`src/rtl/icrb_pkg.sv`:
```
package icrb_pkg;
   // Fixed positions inside the indexed bank; software depends on them.
   localparam int CTRL0_IDX = 0;
   localparam int CTRL1_IDX = 1;
   localparam int WO_IDX    = 2;
   localparam int DDR_IDX   = 3;

   // Bit fields of system control
   localparam int C0_DIV_LO  = 0;
   localparam int C0_CH3     = 2;
   localparam int C0_CH4     = 3;
   localparam int C0_CH6     = 4;
   localparam int C0_SWOFF   = 5;
   localparam int C0_SRCSEL  = 6;

   typedef enum logic [2:0] {
      SEL_NONE,
      SEL_INDEX,
      SEL_DATA,
      SEL_STATUS,
      SEL_PORTIN
   } icrb_sel_e;
endpackage

```
`src/rtl/icrb_decode.sv`:
```
module icrb_decode #(
   parameter int ADDR_W     = 3,
   parameter int OFF_INDEX  = 0,
   parameter int OFF_DATA   = 1,
   parameter int OFF_STATUS = 5,
   parameter int OFF_PORTIN = 6
) (
   input  logic              bus_sel,
   input  logic              bus_wr,
   input  logic [ADDR_W-1:0] bus_addr,
   output icrb_pkg::icrb_sel_e sel,
   output logic              wr_index,
   output logic              wr_data
);
   import icrb_pkg::*;

   localparam logic [ADDR_W-1:0] A_INDEX  = ADDR_W'(OFF_INDEX);
   localparam logic [ADDR_W-1:0] A_DATA   = ADDR_W'(OFF_DATA);
   localparam logic [ADDR_W-1:0] A_STATUS = ADDR_W'(OFF_STATUS);
   localparam logic [ADDR_W-1:0] A_PORTIN = ADDR_W'(OFF_PORTIN);

   always_comb begin
      sel = SEL_NONE;
      if (bus_addr == A_INDEX)       sel = SEL_INDEX;
      else if (bus_addr == A_DATA)   sel = SEL_DATA;
      else if (bus_addr == A_STATUS) sel = SEL_STATUS;
      else if (bus_addr == A_PORTIN) sel = SEL_PORTIN;
   end

   assign wr_index = bus_sel && bus_wr && (sel == SEL_INDEX);
   assign wr_data  = bus_sel && bus_wr && (sel == SEL_DATA);
endmodule

```
`src/rtl/icrb_regs.sv`:
```
module icrb_regs #(
   parameter int DATA_W = 8,
   parameter int PORT_W = 8,
   parameter int IDX_W  = 2
) (
   input  logic              clk,
   input  logic              rst_n,
   input  logic              wr_index,
   input  logic              wr_data,
   input  logic [DATA_W-1:0] wdata,
   output logic [IDX_W-1:0]  idx_q,
   output logic [DATA_W-1:0] ind_rdata,
   output logic [DATA_W-1:0] ctrl0,
   output logic [DATA_W-1:0] ctrl1,
   output logic [PORT_W-1:0] ddr,
   output logic [PORT_W-1:0] pout_q
);
   import icrb_pkg::*;

   localparam int NREG = 1 << IDX_W;

   logic [DATA_W-1:0] reg_q [NREG];

   always_ff @(posedge clk or negedge rst_n) begin
      if (!rst_n) begin
         idx_q <= '0;
      end else if (wr_index) begin
         idx_q <= wdata[IDX_W-1:0];
      end
   end

   // Storage for every index except the write-only slot.
   always_ff @(posedge clk or negedge rst_n) begin
      if (!rst_n) begin
         for (int i = 0; i < NREG; i++) reg_q[i] <= '0;
      end else begin
         for (int i = 0; i < NREG; i++) begin
            if (wr_data && (idx_q == IDX_W'(i)) && (i != WO_IDX))
               reg_q[i] <= wdata;
         end
      end
   end

   // Port output is captured through the direction mask at write time.
   always_ff @(posedge clk or negedge rst_n) begin
      if (!rst_n) begin
         pout_q <= '0;
      end else if (wr_data && (idx_q == IDX_W'(WO_IDX))) begin
         pout_q <= wdata[PORT_W-1:0] & reg_q[DDR_IDX][PORT_W-1:0];
      end
   end

   // Read view: the write-only slot always reads as zero.
   logic [DATA_W-1:0] view [NREG];
   for (genvar g = 0; g < NREG; g++) begin : g_view
      if (g == WO_IDX) begin : g_wo
         assign view[g] = '0;
      end else begin : g_rw
         assign view[g] = reg_q[g];
      end
   end

   assign ind_rdata = view[idx_q];
   assign ctrl0     = reg_q[CTRL0_IDX];
   assign ctrl1     = reg_q[CTRL1_IDX];
   assign ddr       = reg_q[DDR_IDX][PORT_W-1:0];
endmodule

```
`src/rtl/icrb_status.sv`:
```
module icrb_status #(
   parameter int DATA_W        = 8,
   parameter int FLAG_BIT      = 0,
   parameter int SLAVE_BIT     = 5,
   parameter bit IRQ_REGISTERED = 1'b1
) (
   input  logic              clk,
   input  logic              rst_n,
   input  logic              frame_flag,
   input  logic              slave_data,
   output logic [DATA_W-1:0] stat_q,
   output logic              irq
);
   logic [DATA_W-1:0] stat_d;

   always_comb begin
      stat_d            = '0;
      stat_d[FLAG_BIT]  = frame_flag;
      stat_d[SLAVE_BIT] = slave_data;
   end

   always_ff @(posedge clk or negedge rst_n) begin
      if (!rst_n) stat_q <= '0;
      else        stat_q <= stat_d;
   end

   logic irq_d;
   assign irq_d = stat_q[FLAG_BIT] | stat_q[SLAVE_BIT];

   if (IRQ_REGISTERED) begin : g_irq_ff
      logic irq_q;
      always_ff @(posedge clk or negedge rst_n) begin
         if (!rst_n) irq_q <= 1'b0;
         else        irq_q <= irq_d;
      end
      assign irq = irq_q;
   end else begin : g_irq_comb
      assign irq = irq_d;
   end
endmodule

```
`src/rtl/icrb_top.sv`:
```
module icrb_top #(
   parameter int DATA_W        = 8,
   parameter int PORT_W        = 8,
   parameter int ADDR_W        = 3,
   parameter int IDX_W         = 2,
   parameter int OFF_INDEX     = 0,
   parameter int OFF_DATA      = 1,
   parameter int OFF_STATUS    = 5,
   parameter int OFF_PORTIN    = 6,
   parameter int FLAG_BIT      = 0,
   parameter int SLAVE_BIT     = 5,
   parameter bit IRQ_REGISTERED = 1'b1
) (
   input  logic              clk,
   input  logic              rst_n,
   input  logic              bus_sel,
   input  logic              bus_wr,
   input  logic [ADDR_W-1:0] bus_addr,
   input  logic [DATA_W-1:0] bus_wdata,
   output logic [DATA_W-1:0] bus_rdata,
   input  logic [PORT_W-1:0] port_in,
   input  logic              frame_flag,
   input  logic              slave_data,
   output logic [PORT_W-1:0] port_out,
   output logic [PORT_W-1:0] port_oe,
   output logic [1:0]        div_ratio,
   output logic [2:0]        chan_en,
   output logic [3:0]        cont_clk_en,
   output logic              switch_on_dis,
   output logic              irq_src_sel,
   output logic              irq
);
   import icrb_pkg::*;

   if (DATA_W < 7) begin : g_bad_data_w
      $error("icrb_top: DATA_W must hold the 7 control bits");
   end
   if (PORT_W > DATA_W) begin : g_bad_port_w
      $error("icrb_top: PORT_W must not exceed DATA_W");
   end
   if (IDX_W < 2) begin : g_bad_idx_w
      $error("icrb_top: IDX_W must reach four registers");
   end
   if ((FLAG_BIT >= DATA_W) || (SLAVE_BIT >= DATA_W) || (FLAG_BIT == SLAVE_BIT)) begin : g_bad_stat
      $error("icrb_top: status bit positions invalid");
   end
   if ((1 << ADDR_W) <= OFF_PORTIN) begin : g_bad_addr
      $error("icrb_top: ADDR_W too narrow for offsets");
   end

   icrb_sel_e         sel;
   logic              wr_index, wr_data;
   logic [IDX_W-1:0]  idx_q;
   logic [DATA_W-1:0] ind_rdata, ctrl0, ctrl1, stat_q;

   icrb_decode #(
      .ADDR_W(ADDR_W), .OFF_INDEX(OFF_INDEX), .OFF_DATA(OFF_DATA),
      .OFF_STATUS(OFF_STATUS), .OFF_PORTIN(OFF_PORTIN)
   ) u_decode (
      .bus_sel(bus_sel), .bus_wr(bus_wr), .bus_addr(bus_addr),
      .sel(sel), .wr_index(wr_index), .wr_data(wr_data)
   );

   icrb_regs #(.DATA_W(DATA_W), .PORT_W(PORT_W), .IDX_W(IDX_W)) u_regs (
      .clk(clk), .rst_n(rst_n), .wr_index(wr_index), .wr_data(wr_data),
      .wdata(bus_wdata), .idx_q(idx_q), .ind_rdata(ind_rdata),
      .ctrl0(ctrl0), .ctrl1(ctrl1), .ddr(port_oe), .pout_q(port_out)
   );

   icrb_status #(
      .DATA_W(DATA_W), .FLAG_BIT(FLAG_BIT), .SLAVE_BIT(SLAVE_BIT),
      .IRQ_REGISTERED(IRQ_REGISTERED)
   ) u_status (
      .clk(clk), .rst_n(rst_n), .frame_flag(frame_flag),
      .slave_data(slave_data), .stat_q(stat_q), .irq(irq)
   );

   // Crystal divider decode
   always_comb begin
      case (ctrl0[C0_DIV_LO +: 2])
         2'd2:    div_ratio = 2'd2;
         2'd3:    div_ratio = 2'd1;
         default: div_ratio = 2'd3;
      endcase
   end

   assign chan_en       = {ctrl0[C0_CH6], ctrl0[C0_CH4], ctrl0[C0_CH3]};
   assign switch_on_dis = ctrl0[C0_SWOFF];
   assign irq_src_sel   = ctrl0[C0_SRCSEL];
   assign cont_clk_en   = ctrl1[3:0];

   logic unused_bits;
   assign unused_bits = ^{ctrl0[DATA_W-1:7], ctrl1[DATA_W-1:4]};

   always_comb begin
      bus_rdata = '0;
      case (sel)
         SEL_INDEX:  bus_rdata = DATA_W'(idx_q);
         SEL_DATA:   bus_rdata = ind_rdata;
         SEL_STATUS: bus_rdata = stat_q;
         SEL_PORTIN: bus_rdata = DATA_W'(port_in);
         default:    bus_rdata = '0;
      endcase
   end
endmodule

```
`config.mk`:
```
export PLATFORM = sky130hd
export DESIGN_NAME = icrb_top
export DESIGN_NICKNAME = d
export VERILOG_FILES = /design/src/rtl/icrb_pkg.sv /design/src/rtl/icrb_decode.sv /design/src/rtl/icrb_regs.sv /design/src/rtl/icrb_status.sv /design/src/rtl/icrb_top.sv
export SDC_FILE = /design/constraint.sdc
export NUM_CORES = 1
export LEC_CHECK = 0
export ABC_AREA = 1
export BUFFER_PORTS_ARGS = -buffer_cell sky130_fd_sc_hd__buf_2
export CELL_PAD_IN_SITES_DETAIL_PLACEMENT = 0
export CELL_PAD_IN_SITES_GLOBAL_PLACEMENT = 1
export CORE_ASPECT_RATIO = 1.25
export CORE_MARGIN = 2
export CORE_UTILIZATION = 32
export CTS_CLUSTER_SIZE = 12
export DETAILED_ROUTE_END_ITERATION = 8
export PLACE_DENSITY = 0.71
export SYNTH_ARGS = -nofsm -noshare
export SYNTH_HDL_FRONTEND = slang
export SYNTH_HIERARCHICAL = 1
export SYNTH_SLANG_ARGS = --single-unit
```
`constraint.sdc`:
```
create_clock -name clk -period 1.17 [get_ports clk]
set_input_delay 0.1755 -clock clk [delete_from_list [all_inputs] [get_ports clk]]
set_output_delay 0.1755 -clock clk [all_outputs]
set_load 0.05 [all_outputs]
```
==> results of run 1 <==
[timing repair]
item,CTS,global route
buffers inserted,3,9
endpoints found under the hold margin,39,0
pin swaps,7,4
gates resized for setup,80,57
hold buffers,3,0
setup endpoints to repair,54,52
[worst register-to-register path: cells and delay by family (launching register included)]
kind,cells,cell delay (ps)
flops,1,440
buf+inv,3,430
simple gates,3,280
[layer usage]
metal	track usage, %	part of all wire, %	vias up
met5	0	0	-
met4	5.263	1.3	0
met3	2.909	3.9	6
met2	29.93	51	56
met1	23.52	44	998
li1	-	-	1112
[area by class of cell]
type / count / area [um2]
multi-input combinational: 210 / 1216
tap: 85 / 106.4
fill: 632 / 2753
sequential: 37 / 929.6
clock buffer: 7 / 86.33
timing repair buffer: 114 / 983.4
inverter: 23 / 91.34
[power by group through the flow]
| stage | registers (mW) | logic (mW) | clock network (mW) |
|---|---|---|---|
| detailed placement | 1.72 | 2.25 | 0 |
| CTS | 1.71 | 2.65 | 0.933 |
| global placement | 1.71 | 2.24 | 0 |
| global route | 1.77 | 3.09 | 0.977 |
| floorplan | 2.38 | 0.812 | 0 |
| finish | 1.74 | 2.90 | 0.899 |
[registers in the layout, summed over array words and instances (netlist names)]
signal,cells
u_regs/idx_q,2
u_status/irq,1
u_regs/ctrl0,8
u_regs/ctrl1,8
u_regs/pout_q,8
u_regs/ddr,8
u_status/stat_q,2
[logic make-up (layout without fill, tap and decap cells)]
logic type      count (synthesis)  count (layout)  synth area share (%)
simple gates                  202             202                 44.34
buf+inv                        40             144                 9.725
flops                          37              37                 45.26
compound gates                  2               2                0.4893
other cells                     1               6                0.1833
[synthesized netlist by cell type]
master and n:
conb_1 1, nor3_2 2, inv_2 4, nand3_1 44, buf_2 6, o21ai_0 2, nor2_2 3, nand4_1 18
nor2_4 1, buf_4 11, nand3_2 3, dfrtp_1 37, nand2_2 1, nor2_1 5, inv_1 19, nand2_1 125
[worst paths after layout]
path	start	endpoint	slack, ps	cells after the start
max in group asynchronous	rst_n	u_regs/idx_q[0]$_DFFE_PN0P_	570	3
min in group asynchronous	rst_n	u_regs/ddr[1]$_DFFE_PN0P_	380	3
min reg2reg	u_status/stat_q[5]$_DFF_PN0_	u_status/irq$_DFF_PN0_	470	2
min	bus_wdata[7]	u_regs/ddr[7]$_DFFE_PN0P_	140	3
max reg2reg	u_regs/idx_q[0]$_DFFE_PN0P_	u_regs/pout_q[5]$_DFFE_PN0P_	-90	6
max	u_regs/idx_q[0]$_DFFE_PN0P_	bus_rdata[0]	-470	9
[metrics by stage]
stage	worst slack, ps	cell area (um2)	TNS (ps)
after floorplan	-178.9	2180	-1087
after global placement	-347.1	2808	-10190
after detailed placement	-379.4	2808	-10230
after CTS	-491.3	3209	-4551
after global routing	-548.9	3413	-6785
final	-471.6	3413	-4718
==> results.cfg, run 1 <==
[synth]
ys_warn_count = 6
synth_top_area_share_pct = 45.26
synthTopCellsByArea = dfrtp_1 45%, nand2_1 23%, nand3_1 11%, nand4_1 5.5%, buf_4 4.0%
ys_ff_latch = 37
synthCells = 282
synth_area_mm2 = 0.002046
avgSynthCellArea_um2 = 7.254
synth_area_leader_cell = dfrtp_1
seq_area_frac_synth_pct = 45.26
synth.distinct_cells = 16

[finish]
stdcell_count = 476
final_nets = 416
layout_common_cells = 90 x nand2_1, 36 x buf_2, 35 x buf_4
drive_gt1_share_pct = 48.59
syn2layout_area_growth_pct = 66.85
fin_util_pct = 55.36
final_common_cell = nand2_1
antenna_cells = 0

[timing]
slew_viol_final = 0
period_needed_ps = 1642
setup_viol = 34
worst_slack_ps = -471.6
fmax_mhz = 609.2
hold_ws_ps = 137.3
skew_ps = 7.147
rsz0062_at_grt = yes
hold_viol = 0
period_share_pct = 140.3

[clock_tree]
cts.sinks = 37
clock_path_buffers = 2
h-tree-depth = 2
root_buffer = clkbuf_8
cts_made_buffers = 5
cts_tree = built
path_clk_slew_ps = 70
clock_latency_ps = 290

[placement]
dpl.cell_count = 462
io_buffers = 60
hpwl_mm = 4.334
gp_congestion = 0.7641

[route]
postRouteAntennaNets = 0
dr_total_vias = 2172
vias_per_cell = 4.563
drtIter0Drc = 55
wl_per_cell_um = 12.47
drc = 0
firstDrtPassIters = 4
wirelength_mm = 5.935

[grt]
grt_pass1_vias = 2122
antenna_found_initial = 0
grt_pass1_wl_mm = 9.735
track_usage_pct = 17.92
overflow = 0
grt_max_degree = 20

[setup_path]
critPathMaxStageDelay_ps = 440
cp_slowest_cell = dfrtp_2
required_ps = 990
crit_buf_inv = 3
path_class = reg2out
endpoint_kind = output pin
critical_path_arrival_ps = 1470
path_cells = nor2_4, buf_6, nand2_4, nand3_2, nand3_2, nand2_2, inv_2, nand2_4, buf_8
crit_path_max_fanout = 4
crit_path_start_kind = register
critical-path-top-delay-family = simple AND/OR/NAND/NOR gates

[die]
die_h_um = 93.40
die_w_um = 75.52
die_area_mm2 = 0.007053
io_pins = 61
core_mm2 = 0.006166
initial_core_util_pct = 33.18
core.rowCount = 32

[power]
p_total_mw = 5.535
max-vdd-ir-drop_uv = 1069
p_per_area_mw_per_mm2 = 1622
clkPwrFrac_pct = 16.2
p_seq_share_pct = 31.4
p_sw_mw = 2.334
power_frac_comb_pct = 52.3
power_leakage_nw = 1.881
swShare_pct = 42.16
p_int_mw = 3.202

[run]
drv_cap = 0

[outcome]
status = finished with violations
violations = setup timing

[hold_path]
hold_class = in2reg
(Power assumes the default switching activity.)
==> inputs of run 2 (changes only) <==
--- a/config.mk
+++ b/config.mk
@@ -10,11 +10,12 @@
 export CELL_PAD_IN_SITES_DETAIL_PLACEMENT = 0
 export CELL_PAD_IN_SITES_GLOBAL_PLACEMENT = 1
 export CORE_ASPECT_RATIO = 1.25
-export CORE_MARGIN = 2
+export CORE_MARGIN = 8
 export CORE_UTILIZATION = 32
 export CTS_CLUSTER_SIZE = 12
 export DETAILED_ROUTE_END_ITERATION = 8
 export PLACE_DENSITY = 0.71
+export SLEW_MARGIN = 20
 export SYNTH_ARGS = -nofsm -noshare
 export SYNTH_HDL_FRONTEND = slang
 export SYNTH_HIERARCHICAL = 1
==> run 2 against run 1 <==
Hold slack better by 2.8 ps. Total power up 5.4%. Sequential share of layout area down 0.51 points. Clock skew up 3.9 ps. Global-route usage down 3.8 points. Sequential power about the same. Clock power up 18%. Clock-buffer cell count down 2. The run still ends with setup timing left.
==> results.cfg, run 2 (same netlist as run 1, synthesis figures left out) <==
[grt]
met1_usage_pct = 17.17
track_usage_pct = 14.14
grt_pass1_vias = 2196
antenna_found_initial = 0
grt_max_degree = 16
grt_pass1_wl_mm = 10.49
top_usage_layer = met2
use_met3_pct = 3.963
overflow = 0
met2_usage_pct = 23.67

[clock_tree]
h-tree-depth = 2
clock_path_buffers = 2
clock_latency_ps = 290
root_buffer = clkbuf_8
cts_made_buffers = 5
path_clk_slew_ps = 70
cts_tree = built
cts.sinks = 37

[power]
clkPwrFrac_pct = 18.2
max-vdd-ir-drop_uv = 986.4
p_per_area_mw_per_mm2 = 1669
power_frac_comb_pct = 51.6
swShare_pct = 40.92
p_sw_mw = 2.388
p_seq_share_pct = 30.2
power_leakage_nw = 1.950
p_int_mw = 3.448

[outcome]
violations = setup timing
status = finished with violations

[setup_path]
crit_path_max_fanout = 8
critPathMaxStageDelay_ps = 470
path_class = reg2out
crit_path_start_kind = register
r2r_cells = 7
required_ps = 990
path_cells = nor2_4, buf_12, nand2_4, nand3_4, nand2_4, nand3_4, buf_8
cp_slowest_cell = dfrtp_2
critical_path_arrival_ps = 1470
endpoint_kind = output pin

[route]
vias_per_cell = 4.482
dr_total_vias = 2138
postRouteAntennaNets = 0
drc = 0
wl_per_cell_um = 12.85
drtIter0Drc = 80
wirelength_mm = 6.131
firstDrtPassIters = 4

[timing]
rsz0062_at_grt = yes
slew_viol_final = 0
worst_slack_ps = -476.4
setup_viol = 35
skew_ps = 11.09
period_needed_ps = 1646
fmax_mhz = 607.4
hold_ws_ps = 140.1
period_share_pct = 140.7
fin_setup_tns_ps = -5931
hold_viol = 0

[finish]
n_fill_cell = 596
multi_input_area_mm2 = 0.001201
design_area_mm2 = 0.003497
layout_common_cells = 100 x nand2_1, 34 x buf_4, 33 x buf_2
final_common_cell = nand2_1
stdcell_count = 477
regArea_um2 = 934.6
antenna_cells = 0
fin_util_pct = 56.72
syn2layout_area_growth_pct = 70.95
drive_gt1_share_pct = 45.92
final_nets = 417

[placement]
hpwl_mm = 4.647
gp_congestion = 0.7586
dpl_cell_area_mm2 = 0.002830
dpl.cell_count = 460
io_buffers = 60

[die]
die_area_mm2 = 0.009224
initial_core_util_pct = 33.18
io_pins = 61
core.rowCount = 32
die_w_um = 87.52
die_h_um = 105.4
core_mm2 = 0.006166

[hold_path]
hold_class = in2reg
whs_path_depth = 3

[run]
drv_cap = 0
==> run 2: critical path, delay by kind of cell (launching register included) <==
kind	cells	cell delay [ps]
buf+inv	2	300
flops	1	470
simple gates	5	420
==> run 2: through the flow <==
| stage | total power [mW] | worst slack (ps) |
|---|---|---|
| 3_3_place_gp | 3.986 | -339.9 |
| 3_5_place_dp | 3.994 | -357.9 |
| 2_1_floorplan | 3.192 | -178.9 |
| 5_1_grt | 6.162 | -566.2 |
| 6_report | 5.836 | -476.4 |
| 4_1_cts | 5.591 | -455.5 |
==> run 2: layout make-up <==
class | count | share of cell area, %
repair buffers | 115 | 30.30
clock buffers | 5 | 1.968
well taps | 85 | 3.041
flip-flops and latches | 37 | 26.73
clock inverters | 2 | 1.002
multi-input cells | 210 | 34.35
inverters | 23 | 2.612
==> run 2: power groups by stage <==
stage / logic, mW / clock network [mW] / registers (mW)
after global placement: 2.26 / 0 / 1.73
final: 3.01 / 1.06 / 1.76
after detailed placement: 2.27 / 0 / 1.73
after CTS: 2.78 / 1.09 / 1.72
after floorplan: 0.812 / 0 / 2.38
after global routing: 3.22 / 1.15 / 1.80
==> run 2: final timing paths <==
kind                       slack [ps]                            to                          from
max                              -480                  bus_rdata[7]   u_regs/idx_q[1]$_DFFE_PN0P_
min                               140     u_regs/ddr[6]$_DFFE_PN0P_                  bus_wdata[6]
max reg2reg                      -150   u_regs/ctrl0[0]$_DFFE_PN0P_   u_regs/idx_q[1]$_DFFE_PN0P_
min reg2reg                       460        u_status/irq$_DFF_PN0_  u_status/stat_q[5]$_DFF_PN0_
max in group asynchronous         460   u_regs/ctrl0[6]$_DFFE_PN0P_                         rst_n
min in group asynchronous         330  u_regs/pout_q[0]$_DFFE_PN0P_                         rst_n
==> run 2: what timing repair did <==
item,CTS,global route
setup endpoints to repair,55,58
hold endpoints to repair,13,0
hold buffers,3,0
pin swaps,13,10
setup buffers,7,8
resized for setup,96,44
==> run 2: layer usage <==
metal  up-vias  routed length (um)
li1       1114                   -
met1       967                2669
met2        51                3091
met3         6                 299
met4         0                  72
met5         -                   0
